**src/rtl/syncser_rx_pkg.sv**
```systemverilog
package syncser_rx_pkg;

  localparam int unsigned ADDR_W = 2;

  localparam logic [ADDR_W-1:0] A_STATUS  = 2'd0;
  localparam logic [ADDR_W-1:0] A_CONTROL = 2'd1;
  localparam logic [ADDR_W-1:0] A_DATA    = 2'd2;

  localparam int unsigned ST_FULL = 0;
  localparam int unsigned ST_OVR  = 1;
  localparam int unsigned CT_EN   = 0;
  localparam int unsigned CT_STOP = 1;

  typedef enum logic [1:0] {
    PH_IDLE  = 2'd0,
    PH_SHIFT = 2'd1,
    PH_GAP   = 2'd2
  } phase_e;

  // Whether a byte may follow on: receiver enabled, no stop, no overrun.
  function automatic logic may_continue(input logic en, input logic stop, input logic ovr);
    return en && !stop && !ovr;
  endfunction

  // Overrun condition at completion of a byte.
  function automatic logic is_overrun(input logic full, input logic rd_hit);
    return full && !rd_hit;
  endfunction

endpackage

```
**src/rtl/syncser_rx_timing.sv**
```systemverilog
module syncser_rx_timing
  import syncser_rx_pkg::*;
#(
  parameter int unsigned HALF = 2,
  parameter int unsigned DW   = 8
) (
  input  logic clk,
  input  logic rst_n,
  input  logic start_req,
  input  logic run_ok,
  output logic sclk,
  output logic busy,
  output logic sample_pulse,
  output logic byte_done,
  output logic in_gap
);

  localparam int unsigned CW = (HALF > 1) ? $clog2(HALF) : 1;
  localparam int unsigned BW = (DW > 2) ? $clog2(DW) : 1;
  localparam logic [CW-1:0] CNT_LAST = CW'(HALF - 1);
  localparam logic [BW-1:0] BIT_LAST = BW'(DW - 1);

  phase_e        ph_q;
  logic [CW-1:0] cnt_q;
  logic [BW-1:0] bit_q;
  logic          sclk_q;
  logic          tick;

  assign tick         = (cnt_q == CNT_LAST);
  assign sample_pulse = (ph_q == PH_SHIFT) && tick && !sclk_q;
  assign byte_done    = sample_pulse && (bit_q == BIT_LAST);
  assign busy         = (ph_q == PH_SHIFT);
  assign in_gap       = (ph_q == PH_GAP);
  assign sclk         = sclk_q;

  always_ff @(posedge clk or negedge rst_n) begin
    if (!rst_n) begin
      ph_q   <= PH_IDLE;
      cnt_q  <= '0;
      bit_q  <= '0;
      sclk_q <= 1'b1;
    end else begin
      case (ph_q)
        PH_IDLE: begin
          if (start_req) begin
            ph_q   <= PH_SHIFT;
            sclk_q <= 1'b0;
            cnt_q  <= '0;
            bit_q  <= '0;
          end
        end
        PH_SHIFT: begin
          if (tick) begin
            cnt_q  <= '0;
            sclk_q <= ~sclk_q;
            if (sample_pulse) begin
              bit_q <= bit_q + 1'b1;
            end
            if (byte_done) begin
              ph_q <= PH_GAP;
            end
          end else begin
            cnt_q <= cnt_q + 1'b1;
          end
        end
        PH_GAP: begin
          if (tick) begin
            cnt_q <= '0;
            if (run_ok) begin
              ph_q   <= PH_SHIFT;
              sclk_q <= 1'b0;
              bit_q  <= '0;
            end else begin
              ph_q <= PH_IDLE;
            end
          end else begin
            cnt_q <= cnt_q + 1'b1;
          end
        end
        default: begin
          ph_q   <= PH_IDLE;
          sclk_q <= 1'b1;
        end
      endcase
    end
  end

endmodule

```
**src/rtl/syncser_rx_shreg.sv**
```systemverilog
module syncser_rx_shreg #(
  parameter int unsigned DW = 8
) (
  input  logic          clk,
  input  logic          rst_n,
  input  logic          sample_pulse,
  input  logic          sdata_i,
  output logic [DW-1:0] word_next
);

  logic [DW-1:0] shift_q;

  // MSB-first: earlier bits move toward the top as new ones arrive.
  function automatic logic [DW-1:0] push_bit(input logic [DW-1:0] cur, input logic b);
    return {cur[DW-2:0], b};
  endfunction

  assign word_next = push_bit(shift_q, sdata_i);

  always_ff @(posedge clk or negedge rst_n) begin
    if (!rst_n) begin
      shift_q <= '0;
    end else if (sample_pulse) begin
      shift_q <= word_next;
    end
  end

endmodule

```
**src/rtl/syncser_rx_csr.sv**
```systemverilog
module syncser_rx_csr
  import syncser_rx_pkg::*;
#(
  parameter int unsigned DW = 8
) (
  input  logic              clk,
  input  logic              rst_n,
  input  logic [ADDR_W-1:0] bus_addr,
  input  logic              bus_we,
  input  logic              bus_re,
  input  logic [DW-1:0]     bus_wdata,
  output logic [DW-1:0]     bus_rdata,
  input  logic              byte_done,
  input  logic [DW-1:0]     word_in,
  output logic              start_req,
  output logic              run_ok,
  output logic              rd_data_hit,
  output logic              rx_en,
  output logic              stop_q,
  output logic              ovr_q,
  output logic              full_q,
  output logic [DW-1:0]     data_q
);

  logic wr_status;
  logic wr_control;
  logic ovr_set;
  logic ovr_clr;
  logic wdata_unused;

  assign wdata_unused = ^{bus_wdata[DW-1:2], bus_wdata[ST_FULL]};

  assign rd_data_hit = bus_re && (bus_addr == A_DATA);
  assign wr_status   = bus_we && (bus_addr == A_STATUS);
  assign wr_control  = bus_we && (bus_addr == A_CONTROL);
  assign ovr_set     = byte_done && is_overrun(full_q, rd_data_hit);
  assign ovr_clr     = wr_status && !bus_wdata[ST_OVR];

  assign start_req = rd_data_hit && rx_en && !ovr_q;
  assign run_ok    = may_continue(rx_en, stop_q, ovr_q);

  always_ff @(posedge clk or negedge rst_n) begin
    if (!rst_n) begin
      full_q <= 1'b0;
      data_q <= '0;
    end else if (byte_done && !ovr_set) begin
      full_q <= 1'b1;
      data_q <= word_in;
    end else if (rd_data_hit) begin
      full_q <= 1'b0;
    end
  end

  always_ff @(posedge clk or negedge rst_n) begin
    if (!rst_n) begin
      ovr_q <= 1'b0;
    end else if (ovr_set) begin
      ovr_q <= 1'b1;
    end else if (ovr_clr) begin
      ovr_q <= 1'b0;
    end
  end

  always_ff @(posedge clk or negedge rst_n) begin
    if (!rst_n) begin
      rx_en  <= 1'b0;
      stop_q <= 1'b0;
    end else if (wr_control) begin
      rx_en  <= bus_wdata[CT_EN];
      stop_q <= bus_wdata[CT_STOP];
    end
  end

  always_comb begin
    bus_rdata = '0;
    case (bus_addr)
      A_STATUS: begin
        bus_rdata[ST_FULL] = full_q;
        bus_rdata[ST_OVR]  = ovr_q;
      end
      A_CONTROL: begin
        bus_rdata[CT_EN]   = rx_en;
        bus_rdata[CT_STOP] = stop_q;
      end
      A_DATA:  bus_rdata = data_q;
      default: bus_rdata = '0;
    endcase
  end

endmodule

```
**src/rtl/syncser_rx_master.sv**
```systemverilog
module syncser_rx_master
  import syncser_rx_pkg::*;
#(
  parameter int unsigned HALF = 2,
  parameter int unsigned DW   = 8
) (
  input  logic          clk,
  input  logic          rst_n,
  input  logic [1:0]    bus_addr,
  input  logic          bus_we,
  input  logic          bus_re,
  input  logic [DW-1:0] bus_wdata,
  output logic [DW-1:0] bus_rdata,
  output logic          sclk_o,
  input  logic          sdata_i,
  output logic          busy_o
);

  logic          start_req;
  logic          run_ok;
  logic          rd_data_hit;
  logic          rx_en;
  logic          stop_q;
  logic          ovr_q;
  logic          full_q;
  logic [DW-1:0] data_q;
  logic          sample_pulse;
  logic          byte_done;
  logic          in_gap;
  logic [DW-1:0] word_next;

  syncser_rx_timing #(.HALF(HALF), .DW(DW)) u_timing (
    .clk          (clk),
    .rst_n        (rst_n),
    .start_req    (start_req),
    .run_ok       (run_ok),
    .sclk         (sclk_o),
    .busy         (busy_o),
    .sample_pulse (sample_pulse),
    .byte_done    (byte_done),
    .in_gap       (in_gap)
  );

  syncser_rx_shreg #(.DW(DW)) u_shreg (
    .clk          (clk),
    .rst_n        (rst_n),
    .sample_pulse (sample_pulse),
    .sdata_i      (sdata_i),
    .word_next    (word_next)
  );

  syncser_rx_csr #(.DW(DW)) u_csr (
    .clk         (clk),
    .rst_n       (rst_n),
    .bus_addr    (bus_addr),
    .bus_we      (bus_we),
    .bus_re      (bus_re),
    .bus_wdata   (bus_wdata),
    .bus_rdata   (bus_rdata),
    .byte_done   (byte_done),
    .word_in     (word_next),
    .start_req   (start_req),
    .run_ok      (run_ok),
    .rd_data_hit (rd_data_hit),
    .rx_en       (rx_en),
    .stop_q      (stop_q),
    .ovr_q       (ovr_q),
    .full_q      (full_q),
    .data_q      (data_q)
  );

endmodule

```
**config.mk**
```make
export PLATFORM = sky130hd
export DESIGN_NAME = syncser_rx_master
export DESIGN_NICKNAME = d
export VERILOG_FILES = /design/src/rtl/syncser_rx_pkg.sv /design/src/rtl/syncser_rx_timing.sv /design/src/rtl/syncser_rx_shreg.sv /design/src/rtl/syncser_rx_csr.sv /design/src/rtl/syncser_rx_master.sv
export SDC_FILE = /design/constraint.sdc
export NUM_CORES = 1
export LEC_CHECK = 0
export ABC_AREA = 1
export BUFFER_PORTS_ARGS = -buffer_cell sky130_fd_sc_hd__buf_2
export CAP_MARGIN = 20
export CORE_MARGIN = 4
export CORE_UTILIZATION = 50
export CTS_BUF_LIST = sky130_fd_sc_hd__clkbuf_4
export DETAILED_ROUTE_END_ITERATION = 10
export MAX_ROUTING_LAYER = met4
export PLACE_DENSITY = 0.75
export SLEW_MARGIN = 20
export SYNTH_ARGS = -nofsm -noshare
export SYNTH_HDL_FRONTEND = slang
export SYNTH_SLANG_ARGS = --single-unit
```
**constraint.sdc**
```tcl
create_clock -name clk -period 1.4 [get_ports clk]
set_input_delay 0.35 -clock clk [delete_from_list [all_inputs] [get_ports clk]]
set_output_delay 0.35 -clock clk [all_outputs]
set_load 0.01 [all_outputs]
```
# Word-level counts from Yosys, hierarchy flattened

Cells that the tools add are included.

Flip-flop bits (word level): 26
Bits of input ports: 15
Output and inout bits: 10
Word-level logic and storage cells: 80

$add $sub $neg: 2
Equal/unequal tests: 11
Muxes and demuxes: 25
Bitwise logic cells: 1
Reduce and logical (&&, ||, !) cells: 31

Operator list:

| cell                                          | count |
|---|---|
| 2-to-1 mux 3 bit                              | 5 |
| logical AND 1 bit                             | 14 |
| case mux 2 bit (3 select lines)               | 2 |
| 2-to-1 mux 1 bit                              | 10 |
| case mux 3 bit (3 select lines)               | 1 |
| 2-to-1 mux 2 bit                              | 4 |
| != test 2 x 1 -> 1 bit, second input constant | 4 |
| AND reduction 4 bit                           | 2 |
| zero test 1 bit                               | 6 |
| 2-to-1 mux 6 bit                              | 1 |
| AND reduction 6 bit                           | 1 |
| nonzero test 2 bit                            | 3 |
| == test 2 x 1 -> 1 bit, second input constant | 2 |
| == test 2 bit, second input constant          | 2 |
| zero test 2 bit                               | 2 |
| != test 2 bit, second input constant          | 2 |
| adder 3 x 1 -> 3 bit, second input constant   | 1 |
| == test 3 bit, second input constant          | 1 |
| case mux 1 bit (3 select lines)               | 1 |
| nonzero test 3 bit                            | 1 |
| case mux 1 bit (2 select lines)               | 1 |
| AND reduction 2 bit                           | 1 |
| OR reduction 2 bit                            | 1 |
| adder 1 bit, second input constant            | 1 |
| inverter 1 bit                                | 1 |

# Depth between registers and ports, before layout

Word-level depth: 8
Depth in mapped cells: 8
Mapped depth without buffers: 8

# Cells and area by module

From an unflattened synthesis, not the netlist that was laid out.

Cells, all modules: 180
Area, all modules: 1398.8 µm²

Modules (own cells, without submodules):

| module            | times used | cells each | area each (µm²) | seq. area each (µm²) |
|---|---|---|---|---|
| syncser_rx_csr    | 1          | 80         | 610.6           | 300.3 |
| syncser_rx_timing | 1          | 69         | 511.7           | 176.4 |
| syncser_rx_shreg  | 1          | 31         | 276.5           | 175.2 |

# Worst setup path after synthesis

Ideal clock, no wire load.

Kind: register to register
From: register u_timing.ph_q[1]
To: register u_csr.data_q[5]
Setup time: 0.117 ns
Data arrival time: 1.395 ns
Data required time: 1.283 ns
Setup slack: -0.113 ns
Cell stages (with the launch flop): 9
Path buffers: 1
Clock period less this slack: 1.513 ns
Cell sequence: dfrtp_1 inv_1 ha_1 nand4_2 clkinv_2 nand2_4 buf_6 nand2_1 o21ai_2

Cells in the longest elaborated chain, start to end: 7

Ends and longest elaborated chain:

| item                              | line                    | RTL |
|---|---|---|
| start, declared                   | syncser_rx_timing.sv:23 | `phase_e ph_q;` |
| start signal, assigned            | syncser_rx_timing.sv:38 | `ph_q <= PH_IDLE;` |
| start signal, assigned            | syncser_rx_timing.sv:46 | `ph_q <= PH_SHIFT;` |
| start signal, assigned            | syncser_rx_timing.sv:60 | `ph_q <= PH_GAP;` |
| == test 2 x 1 -> 1 bit *          | -                       |  |
| via busy_o                        | syncser_rx_master.sv:16 | `output logic busy_o` |
| logical AND 1 bit * (2 in series) | syncser_rx_timing.sv:30 | `assign sample_pulse = (ph_q == PH_SHIFT) && tick && !sclk_q;` |
| logical AND 1 bit *               | syncser_rx_timing.sv:31 | `assign byte_done = sample_pulse && (bit_q == BIT_LAST);` |
| logical AND 1 bit                 | syncser_rx_csr.sv:36    | `assign ovr_set = byte_done && is_overrun(full_q, rd_data_hit);` |
| zero test 1 bit                   | syncser_rx_csr.sv:46    | `end else if (byte_done && !ovr_set) begin` |
| logical AND 1 bit *               | syncser_rx_csr.sv:46    |  |
| end signal, assigned              | syncser_rx_csr.sv:48    | `data_q <= word_in;` |
| end, declared                     | syncser_rx_csr.sv:22    | `output logic [DW-1:0] data_q` |

The timed path passes the listed nets; every way through them passes the cells marked *.
A chain may end at the register's enable or synchronous reset.

# Worst setup path after layout

From: register u_timing.ph_q[0]
To: output busy_o

Cells in the longest elaborated chain, start to end: 1

Ends and longest elaborated chain:

| item                   | line                    | RTL |
|---|---|---|
| == test 2 x 1 -> 1 bit | syncser_rx_timing.sv:32 | `assign busy = (ph_q == PH_SHIFT);` |
| end, declared          | syncser_rx_master.sv:16 |  |

Every way passes these cells.

==> run summary <==
WS Path Type = flip-flop to primary output
Worst vdd ir = 1560 µV
Final Max Slew Viols = 0
Crit path buffers/inverters = 2
Most used flip-flop cell after synthesis = dfrtp_1
Setup TNS = -0.310 ns
Sequential fraction of the synthesis area = 45.5%
Xor/xnor share of the synthesized area = 0%
Worst-path cell chain = buf_6 -> ha_4 -> buf_6
Critical path peak fanout = 4
Avg Vias per Cell = 5.11
N_diodes = 0
Status = finished with violations
Port bufs = 18
First DRT Iteration DRCs = 70
Clock skew = 0.00519 ns
Slew HR = 62.0%
CTS tree = done
Clock buffer count from CTS = 3
TritonRoute pass-1 iters = 4
Leak pwr = 1.00 nW
Crit. End Element = primary output
Post-Syn Area per Cell = 8.13 µm²
Final WL = 3.32 mm
Remaining DRCs = 0
Ports = 25
Synth top area cells = dfrtp_1, nand2_1, inv_1
Largest family of logic cells by synthesized area = simple AND/OR/NAND/NOR gates
Final Net Count = 242
EDFF count, synth = 0
GR Overflow Total = 0
Worst R2R Path Depth = 9
Setup Viol. Count Final = 9
Unique masters post-synth = 26
R2r setup slk = -0.06 ns
Clk buf depth = 2
Tcrit/Tclk final = 108%
Multi-input logic area = 777 µm²
Share of cells above drive strength 1 = 41.1%
WP data arrival = 1.16 ns
Layout area overhead = 36.3%
Initial Utilization = 51.9%
Placer Congestion = 0.867
Initial antenna violation count = 0
Tmin final = 1.51 ns
Vias = 1,278
First-pass GRT wire length = 5.40 mm
CTS sink count = 26
RSZ-0062 raised after global routing = true
FF/Latch Area = 652 µm²
Fin util = 70.7%
Core Box Area = 2760 µm²
Syn Inst Count = 176
Filler instances = 193
Hold WS = -0.00504 ns
Syn. warnings = 0
Die Area = 3780 µm²
Post-synth top cells = nand2_1, inv_1, dfrtp_1
Peak Freq = 0.662 GHz
Top Family by Delay on Critical Path = flip-flops
Worst slew pin tran = 0.571 ns
Mapped Area = 1430 µm²
Total power = 3.23 mW
Std-Cell Rows = 19
Adder-Cell Fraction of Synth Area = 6.12%
Wire per inst = 13.3 µm
Maxcap violations = 0
Clock latency at the later pin of the worst-skew pair = 0.33 ns
Mux contribution to synthesized area = 0.787%
Worst EP required = 1.05 ns
Clk slew on worst S/H paths = 0.15 ns
HPWL after detailed placement = 2.21 mm
Post-DRT Antenna Nets = 0
Register bit total from synthesis = 26
Post-synthesis async set-or-reset flop share = 100%
FF-to-FF End = u_timing.ph_q[0]$_DFFE_PN0P_
Worst path max stage delay = 0.42 ns
Fin worst setup slack = -0.109 ns
Die Wd = 61.5 µm
Tot GR Track Use = 19.9%
CP most frequent cell = buf_6
CTS Root Cell = clkbuf_4
Synth Area in Compound Gates = 13.2%
Synth Net Count = 198
Post-CTS Hold Fix Bufs = 0
CTS H-tree lvls = 1
Cell taking the most area after synthesis = dfrtp_1
Vias in the first global route = 1,283
Largest net degree at the start of global routing = 27
Worst min path class = primary input to async pin
Max stage delay cell, worst path = dfrtp_1
Failing checks = hold timing, setup timing
PwrDens = 1660 nW/µm²
Post-synthesis simple-gate area fraction = 23.5%
Top cell type's share of synthesized area = 43.7%
Final Hold Fails = 8
Startpoint Class = flip-flop
Die Y-Extent = 61.5 µm
Most frequent cell after synthesis = nand2_1
Reg-to-Reg Start = u_timing.ph_q[0]$_DFFE_PN0P_
[where the power goes]
part	internal, mW	leakage (nW)	switching (mW)
Combinational	0.747	0.634	0.909
Clock	0.290	0.0279	0.232
Sequential	0.926	0.341	0.131
Total	1.96	1.00	1.27
[worst max path at each step]
stage,startpoint,endpoint,slack (ns),cells past startpoint
6_report,u_timing.ph_q[0]$_DFFE_PN0P_,busy_o,-0.11,3
5_1_grt,u_timing.ph_q[0]$_DFFE_PN0P_,busy_o,-0.16,3
4_1_cts,u_timing.ph_q[0]$_DFFE_PN0P_,busy_o,-0.10,3
3_5_place_dp,u_timing.bit_q[0]$_DFFE_PN0P_,u_timing.ph_q[0]$_DFFE_PN0P_,-0.04,8
3_3_place_gp,u_timing.bit_q[0]$_DFFE_PN0P_,u_timing.ph_q[0]$_DFFE_PN0P_,0.008,8
2_1_floorplan,u_timing.ph_q[1]$_DFFE_PN0P_,u_csr.data_q[5]$_DFFE_PN0P_,0.05,8
[cells by family (layout without fill, tap and decap cells)]
group                    Yosys count  in the layout
AND/OR/NAND/NOR                   75             76
buffers and inverters             39             81
AO/OA/AOI/OAI                     28             28
flip-flops                        26             26
adder cells (fa/ha/maj)            7              7
multiplexers                       1              1
[cell usage in the layout, fill, tap and decap left out, types with 2 or more instances in the layout]
| cell | n |
|---|---|
| nand3_2 | 6 |
| buf_4 | 20 |
| dfrtp_1 | 25 |
| ha_1 | 3 |
| ha_4 | 2 |
| inv_2 | 6 |
| nor2_4 | 3 |
| ha_2 | 2 |
| inv_1 | 27 |
| o21bai_1 | 5 |
| buf_6 | 5 |
| o21ai_0 | 7 |
| nor2_1 | 9 |
| nand2_2 | 5 |
| inv_4 | 2 |
| nand2_8 | 2 |
| buf_2 | 15 |
| o21ai_1 | 4 |
| nand2_1 | 37 |
| nor2_2 | 3 |
| nand3_1 | 8 |
| clkbuf_4 | 3 |
| o21ai_2 | 7 |
[worst reg2reg max path, delay by kind of cell (launching register included)]
family | cells | cell delay (ns)
adders and majority gates | 1 | 0.17
buffers and inverters | 4 | 0.39
DFF | 1 | 0.42
and+or+nand+nor | 4 | 0.39
[through the flow]
| stage | cells | cell area [µm²] | worst slack, ns |
|---|---|---|---|
| 6_report | 250 | 1950 | -0.109 |
| 5_1_grt | 250 | 1950 | -0.155 |
| 4_1_cts | 247 | 1840 | -0.102 |
| 3_5_place_dp | 234 | 1640 | -0.0394 |
| 3_3_place_gp | 234 | 1640 | 0.00828 |
| 2_1_floorplan | 176 | 1440 | 0.0518 |
[what timing repair did]
item,4_1_cts,5_1_grt
resized for setup,21,25
setup buffers,9,3
pin swaps,5,8
endpoints found under the hold margin,0,0
endpoints found under the setup margin,19,27
gates cloned,1,0
[flip-flops by register name, summed over array words and instances, names as in the netlist]
name,cells
u_csr.data_q,8
u_shreg.shift_q,7
u_timing.bit_q,3
u_timing.ph_q,2
u_csr.full_q,1
u_csr.ovr_q,1
u_csr.rx_en,1
u_csr.stop_q,1
u_timing.cnt_q,1
u_timing.sclk,1
[layout make-up]
| class | count | share of cell area, % |
|---|---|---|
| multi-input combinational | 112 | 39.8 |
| sequential | 26 | 33.4 |
| timing repair buffer | 40 | 14.4 |
| inverter | 37 | 7.63 |
| tap | 31 | 1.99 |
| clock inverter | 1 | 1.54 |
| clock buffer | 3 | 1.15 |
[per-layer routing]
layer  part of all wire, %  global-route usage, %
met1                    43                   22.7
met2                    52                   35.9
met3                   3.7                   3.14
met4                   1.1                   5.45
met5                     0                      -
No activity file was read; power rests on OpenSTA's default activity.
